===== src/rtl/pci_snoop_pkg.sv =====
// Package: shared types and widths for the port-80h snooper.
// Assumes: byte-wide captured codes.
package pci_snoop_pkg;

    localparam int BYTE_W = 8;

    // Phase of the bus as seen by the monitor.
    typedef enum logic [1:0] {
        PH_IDLE  = 2'd0,   // waiting for FRAME to fall
        PH_DATA  = 2'd1,   // edge after a matching address phase
        PH_DRAIN = 2'd2    // waiting for the bus to go idle
    } snoop_phase_e;

endpackage


===== src/rtl/snoop_start_detect.sv =====
// Module: snoop_start_detect
// Finds the address phase of each transaction (FRAME falling) and decodes
// whether it is the watched I/O write. Assumes inputs are already synchronous
// to clk. The previous-FRAME state resets to "asserted" so that a transaction
// in flight at reset release is not mistaken for a new one.
module snoop_start_detect #(
    parameter int               AD_W       = 32,
    parameter int               CBE_W      = 4,
    parameter logic [AD_W-1:0]  MATCH_ADDR = 32'h0000_0080,
    parameter logic [CBE_W-1:0] MATCH_CMD  = 4'b0011
) (
    input  logic             clk,
    input  logic             rst_n,
    input  logic             frame_n,
    input  logic [AD_W-1:0]  ad,
    input  logic [CBE_W-1:0] cbe_n,
    output logic             start,
    output logic             hit
);

    logic frame_was_low;
    logic addr_eq;
    logic cmd_eq;

    // Remember FRAME level from the previous edge.
    always_ff @(posedge clk) begin
        if (!rst_n) frame_was_low <= 1'b1;
        else        frame_was_low <= ~frame_n;
    end

    // Decode falling FRAME and the command/address of that phase.
    always_comb begin
        start   = ~frame_n & ~frame_was_low;
        addr_eq = (ad == MATCH_ADDR);
        cmd_eq  = (cbe_n == MATCH_CMD);
        hit     = start & addr_eq & cmd_eq;
    end

endmodule


===== src/rtl/snoop_phase_fsm.sv =====
// Module: snoop_phase_fsm
// Tracks where the monitor is within a transaction and raises a take pulse
// on the single edge where the port byte may be captured. Assumes start/hit
// come from snoop_start_detect on the same edge. Ignores TRDY and STOP.
module snoop_phase_fsm
    import pci_snoop_pkg::*;
(
    input  logic clk,
    input  logic rst_n,
    input  logic start,
    input  logic hit,
    input  logic frame_n,
    input  logic irdy_n,
    input  logic lane0_n,
    output logic take
);

    snoop_phase_e phase_q;
    snoop_phase_e phase_d;
    logic         bus_idle;

    // Next-phase selection.
    always_comb begin
        bus_idle = frame_n & irdy_n;
        phase_d  = phase_q;
        unique case (phase_q)
            PH_IDLE:  if (start) phase_d = hit ? PH_DATA : PH_DRAIN;
            PH_DATA:  phase_d = bus_idle ? PH_IDLE : PH_DRAIN;
            PH_DRAIN: if (bus_idle) phase_d = PH_IDLE;
            default:  phase_d = PH_IDLE;
        endcase
    end

    // Capture is allowed only in the first data phase with lane 0 on.
    always_comb begin
        take = (phase_q == PH_DATA) & ~lane0_n;
    end

    // Phase register.
    always_ff @(posedge clk) begin
        if (!rst_n) phase_q <= PH_IDLE;
        else        phase_q <= phase_d;
    end

endmodule


===== src/rtl/snoop_byte_history.sv =====
// Module: snoop_byte_history
// Shift register of the last DEPTH captured bytes, slot 0 newest, plus a
// one-cycle strobe per capture. Assumes take is a single-edge request.
module snoop_byte_history #(
    parameter int DEPTH = 2,
    parameter int W     = 8
) (
    input  logic               clk,
    input  logic               rst_n,
    input  logic               take,
    input  logic [W-1:0]       din,
    output logic               strobe,
    output logic [DEPTH*W-1:0] slots
);

    logic [W-1:0] slot_q [DEPTH];

    // Strobe follows each accepted capture by one register.
    always_ff @(posedge clk) begin
        if (!rst_n) strobe <= 1'b0;
        else        strobe <= take;
    end

    for (genvar i = 0; i < DEPTH; i++) begin : g_slot
        if (i == 0) begin : g_head
            // Newest slot loads the fresh byte.
            always_ff @(posedge clk) begin
                if (!rst_n)    slot_q[i] <= '0;
                else if (take) slot_q[i] <= din;
            end
        end else begin : g_tail
            // Older slots take their younger neighbour's content.
            always_ff @(posedge clk) begin
                if (!rst_n)    slot_q[i] <= '0;
                else if (take) slot_q[i] <= slot_q[i-1];
            end
        end
        assign slots[i*W +: W] = slot_q[i];
    end

endmodule


===== src/rtl/pci_port80_snooper.sv =====
// Module: pci_port80_snooper (top)
// Passive monitor of a 32-bit PCI bus that records byte writes to I/O port
// 80h. Every port is an input except the capture outputs; no bus line is ever
// driven. Assumes the bus signals are synchronous to clk.
module pci_port80_snooper
    import pci_snoop_pkg::*;
#(
    parameter int               AD_W      = 32,
    parameter int               CBE_W     = 4,
    parameter logic [AD_W-1:0]  PORT_ADDR = 32'h0000_0080,
    parameter logic [CBE_W-1:0] IOWR_CMD  = 4'b0011
) (
    input  logic              clk,
    input  logic              rst_n,
    input  logic              frame_n,
    input  logic              irdy_n,
    input  logic [AD_W-1:0]   ad,
    input  logic [CBE_W-1:0]  cbe_n,
    output logic              cap_strobe,
    output logic [BYTE_W-1:0] newest_byte,
    output logic [BYTE_W-1:0] older_byte
);

    localparam int HIST_DEPTH = 2;

    logic                         start;
    logic                         hit;
    logic                         take;
    logic [HIST_DEPTH*BYTE_W-1:0] slots;

    snoop_start_detect #(
        .AD_W       (AD_W),
        .CBE_W      (CBE_W),
        .MATCH_ADDR (PORT_ADDR),
        .MATCH_CMD  (IOWR_CMD)
    ) u_start (
        .clk     (clk),
        .rst_n   (rst_n),
        .frame_n (frame_n),
        .ad      (ad),
        .cbe_n   (cbe_n),
        .start   (start),
        .hit     (hit)
    );

    snoop_phase_fsm u_fsm (
        .clk     (clk),
        .rst_n   (rst_n),
        .start   (start),
        .hit     (hit),
        .frame_n (frame_n),
        .irdy_n  (irdy_n),
        .lane0_n (cbe_n[0]),
        .take    (take)
    );

    snoop_byte_history #(
        .DEPTH (HIST_DEPTH),
        .W     (BYTE_W)
    ) u_hist (
        .clk    (clk),
        .rst_n  (rst_n),
        .take   (take),
        .din    (ad[BYTE_W-1:0]),
        .strobe (cap_strobe),
        .slots  (slots)
    );

    assign newest_byte = slots[0 +: BYTE_W];
    assign older_byte  = slots[BYTE_W +: BYTE_W];

endmodule


===== config.mk =====
export PLATFORM = sky130hd
export DESIGN_NAME = pci_port80_snooper
export DESIGN_NICKNAME = d
export VERILOG_FILES = /design/src/rtl/pci_snoop_pkg.sv /design/src/rtl/snoop_start_detect.sv /design/src/rtl/snoop_phase_fsm.sv /design/src/rtl/snoop_byte_history.sv /design/src/rtl/pci_port80_snooper.sv
export SDC_FILE = /design/constraint.sdc
export NUM_CORES = 1
export LEC_CHECK = 0
export ABC_AREA = 1
export ABC_CLOCK_PERIOD_IN_PS = 1700
export BUFFER_PORTS_ARGS = -buffer_cell sky130_fd_sc_hd__buf_2
export CAP_MARGIN = 20
export CORE_ASPECT_RATIO = 1.5
export CORE_UTILIZATION = 41
export DETAILED_ROUTE_END_ITERATION = 12
export PLACE_DENSITY = 0.77
export SKIP_LAST_GASP = 1
export SLEW_MARGIN = 0
export SYNTH_ARGS = -nofsm -noshare
export SYNTH_HDL_FRONTEND = slang
export SYNTH_SLANG_ARGS = --single-unit

===== constraint.sdc =====
create_clock -name clk -period 1.7 [get_ports clk]
set_clock_uncertainty 0.15 [all_clocks]
set_input_delay 0.34 -clock clk [delete_from_list [all_inputs] [get_ports clk]]
set_output_delay 0.34 -clock clk [all_outputs]
set_load 0.005 [all_outputs]

# Word level (Yosys, flattened, before mapping)

Memory sizes are Yosys's and may differ from the RTL's.
Index checks and enable logic that the tools add are counted.

Bitwise gates (word level): 10
Muxes and demuxes: 11
Eq/ne operators: 6
Reductions and logical operators: 2

Operators by type and width:

| kind                                                             | count |
|---|---|
| 32-bit by 8-bit == test with 1-bit output, second input constant | 1 |
| 8-bit two-way mux                                                | 2 |
| 2-bit two-way mux                                                | 4 |
| 2-bit case mux with 3 select lines                               | 1 |
| 1-bit bitwise AND                                                | 5 |
| 4-bit by 2-bit == test with 1-bit output, second input constant  | 1 |
| 1-bit two-way mux                                                | 4 |
| 1-bit inverter                                                   | 3 |
| 2-bit by 1-bit == test with 1-bit output, second input constant  | 1 |
| 2-bit == test, second input constant                             | 1 |
| 2-bit zero test                                                  | 1 |
| 2-bit by 1-bit != test with 1-bit output, second input constant  | 1 |
| 2-bit != test, second input constant                             | 1 |
| 1-bit bitwise OR                                                 | 2 |
| 2-bit AND reduction                                              | 1 |

Bits in writable memories: 16
Output and inout bits: 17
Memories: 1
Register bits after elaboration: 4

Memories:

| name          | depth | bits a word | rd ports | clocked after memory_dff | wr ports | line                     | source |
|---|---|---|---|---|---|---|---|
| u_hist.slot_q | 2     | 8           | 2        | 0                        | 2        | snoop_byte_history.sv:16 | `logic [W-1:0] slot_q [DEPTH];` |

# Longest topological paths before layout

Word-level depth: 7
Depth in mapped cells: 7
Mapped depth without buffers: 7

# Hierarchy

Synthesis repeated with hierarchy kept, for this count alone.

Cells, all modules: 112
Area total of the unflattened synthesis: 937.1 µm²

Modules (own cells, without submodules):

| module             | area each (µm²) | instances | cells each |
|---|---|---|---|
| snoop_byte_history | 649.4           | 1         | 54 |
| snoop_start_detect | 172.7           | 1         | 39 |
| snoop_phase_fsm    | 115.1           | 1         | 19 |

# Least setup slack after synthesis

Ideal clock, no wire load.

Path kind: reg2reg
From: register u_fsm.phase_q[0]
To: memory u_hist.slot_q[0][0] (enable)
Data arrival time: 0.897 ns
Path buffers: 0
Cell stages (with the launch flop): 5
Library setup time: 0.372 ns
Data required time: 1.178 ns
Path slack: 0.281 ns
Cell sequence: dfxtp_1 -> inv_1 -> nor2_2 -> nand2_2 -> nand2_1

RTL lines:

| what                     | line                     | source |
|---|---|---|
| start: declaration       | snoop_phase_fsm.sv:18    | `snoop_phase_e phase_q;` |
| start signal: assignment | snoop_phase_fsm.sv:42    | `else phase_q <= phase_d;` |
| end: declaration         | snoop_byte_history.sv:16 |  |

==> metrics.yaml <==
setup_path:
  cp.required_ps: 1540
  path_class: "flop to flop"
  cp.depth: 5
  cp.arrival_ps: 1180
  crit_family: "flip-flops"
  path_buf_inv: 2
  ff2ff_path_depth: 5
  crit_chain: "inv_1 > nor2_2 > nand2_2 > nand2_1 > buf_4"
  cpPeakStageDelay_ps: 340
  worst_path_max_delay_cell: "dfxtp_1"
  critPathLaunchType: "flop"
  cp_max_fo: 16
  cp-end-kind: "flop"
timing:
  fin_crit_sh_pct: 79.3
  tightest_slew_ps: 254
  relSlewSlack_pct: 83.0
  drv_slew: 0
  timing.fmax_mhz: 742
  setup_viol: 0
  rsz0062_at_grt: "false"
  tns_ps: 0
  finalHoldViolCount: 0
  min_period_ps: 1350
  holdWs_ps: 83.8
routing:
  top_layer: "met3"
  wl_um: 1570
  drc: 0
  drtIter0Drc: 8
  first_pass_iters: 4
  wl_met2_um: 867
  wl_met3_um: 137
  via_count: 827
  ant_nets: 0
  met1Wirelength_um: 569
  wire_per_inst_um: 8.46
  drt-vias-per-instance: 4.45
power_and_ir_drop:
  vdd_drop_max_mv: 0.463
  p_leak_nw: 0.635
  power_density_nw_per_um2: 718
  power_w: 0.000899
synthesis:
  synth_xor_area_share_pct: 0
  ys_ff_latch: 20
  synthDistinctLibCells: 15
  synth_top_family_by_area: "simple AND/OR/NAND/NOR gates"
  yosysWarnings: 0
  syn_area_um2: 912
  synth_mux_area_share_pct: 0
  synth_cells: 104
  synth_compound_area_share_pct: 1.92
  synth_fp_nets: 144
  yosys.area_share.simple_pct: 26.3
  seq_area_frac_synth_pct: 61.5
  yosys.area_share.adder_pct: 0
  syn_area_per_cell_um2: 8.77
clock_tree:
  clk-insertion-delay-late_ps: 280
  post_cts_resize_count: 0
  clockBufferDepth: 2
  root_buffer: "clkbuf_4"
  cts_tree: "done"
  hold_buffers: 0
  cts_sinks: 20
  cts_buffers: 3
  cts_max_level: 1
  clk_pin_slew_worst_paths_ps: 110
  post-cts-setup-buffers: 0
finish:
  final_layout_size_suffix_gt1_share_pct: 40.2
  fin_cells: 186
  areaGrowthSynthToFinish_pct: 37.3
  finalCoreUtilization_pct: 61.0
  nets: 205
  diodes: 0
global_routing:
  grt_first_pass_wirelength_um: 2580
  grt_pass1_vias: 767
  grt_overflow: 0
  grt_max_degree: 17
  antenna_found_initial: 0
  grt_util_all_layers_pct: 14.7
floorplanning:
  initial_core_util_pct: 44.5
  pin_count: 57
  die_w_um: 40.5
  rows: 20
  dieArea_um2: 2420
  fp.dieH_um: 59.8
  core_um2: 2050
flow_run:
  drv_cap: 0
outcome:
  status: "finished clean"
worst_hold_path:
  hold_depth: 2
  worstHoldPathType: "primary input to flop"
placement:
  place_inst: 182
  gp_congestion: 0.722
  port-buffer-count: 56
  dp_hpwl_um: 1360
==> cell type report <==
cell class	instances	area (um2)
clock buffer	4	36.3
fill	194	800
inverter	22	82.6
multi-input combinational	61	258
sequential	20	561
tap	22	27.5
timing repair buffer	57	288
==> kinds of logic after synthesis <==
group / count (synthesis)
simple gates: 58
buf+inv: 23
flops: 20
compound gates: 3
==> metal layers <==
layer,up-vias,track usage (%)
met5,-,0
met4,0,1.90
met3,0,2.23
met2,43,32.0
met1,350,12.2
li1,434,-
==> final timing paths <==
path,slack (ps),endpoint,start
worst max register to register,350,u_hist.slot_q[0][5]$_SDFFCE_PN0P_,u_fsm.phase_q[0]$_SDFFE_PN0P_
worst min register to register,400,u_fsm.phase_q[0]$_SDFFE_PN0P_,u_start.frame_was_low$_SDFF_PN1_
worst max-delay path,350,u_hist.slot_q[0][5]$_SDFFCE_PN0P_,u_fsm.phase_q[0]$_SDFFE_PN0P_
worst min-delay path,80,u_start.frame_was_low$_SDFF_PN1_,frame_n
==> where the power goes <==
group          internal (W)  switching (W)
logic             0.0000519      0.0000434
registers          0.000541     0.00000514
clock network      0.000130       0.000128
==> registers in the layout, summed over array words and instances (netlist names) <==
signal and count:
u_hist.slot_q 16, u_fsm.phase_q 2, u_hist.strobe 1, u_start.frame_was_low 1
==> placed cells by master (no fill, tap or decap) <==
master,count
inv_2,1
nor2_4,1
clkbuf_8,1
nand2_2,1
buf_4,1
a21oi_1,1
nand2_1,11
nand3_1,4
o21bai_1,1
buf_2,56
dfxtp_1,4
nor2_2,2
inv_1,21
o21ai_0,1
clkbuf_4,3
nor2_1,38
edfxtp_1,16
nor4_1,1
==> per-stage QoR <==
step                cell area, um2  setup slack [ps]
finish                        1250               351
global route                  1250               264
CTS                           1250               345
detailed placement            1220               346
global placement              1220               386
floorplan                      912               281
==> cells in the mapped netlist, drive strengths merged <==
cell type	number	share of area, %
nor2	41	18
nand3	4	2.2
o21bai	1	0.82
nand2	12	5.2
edfxtp	16	53
dfxtp	4	8.8
nor4	1	0.69
o21ai	1	0.55
buf	1	1.2
inv	22	9.1
a21oi	1	0.55
Power figures use the tool's default switching activity.
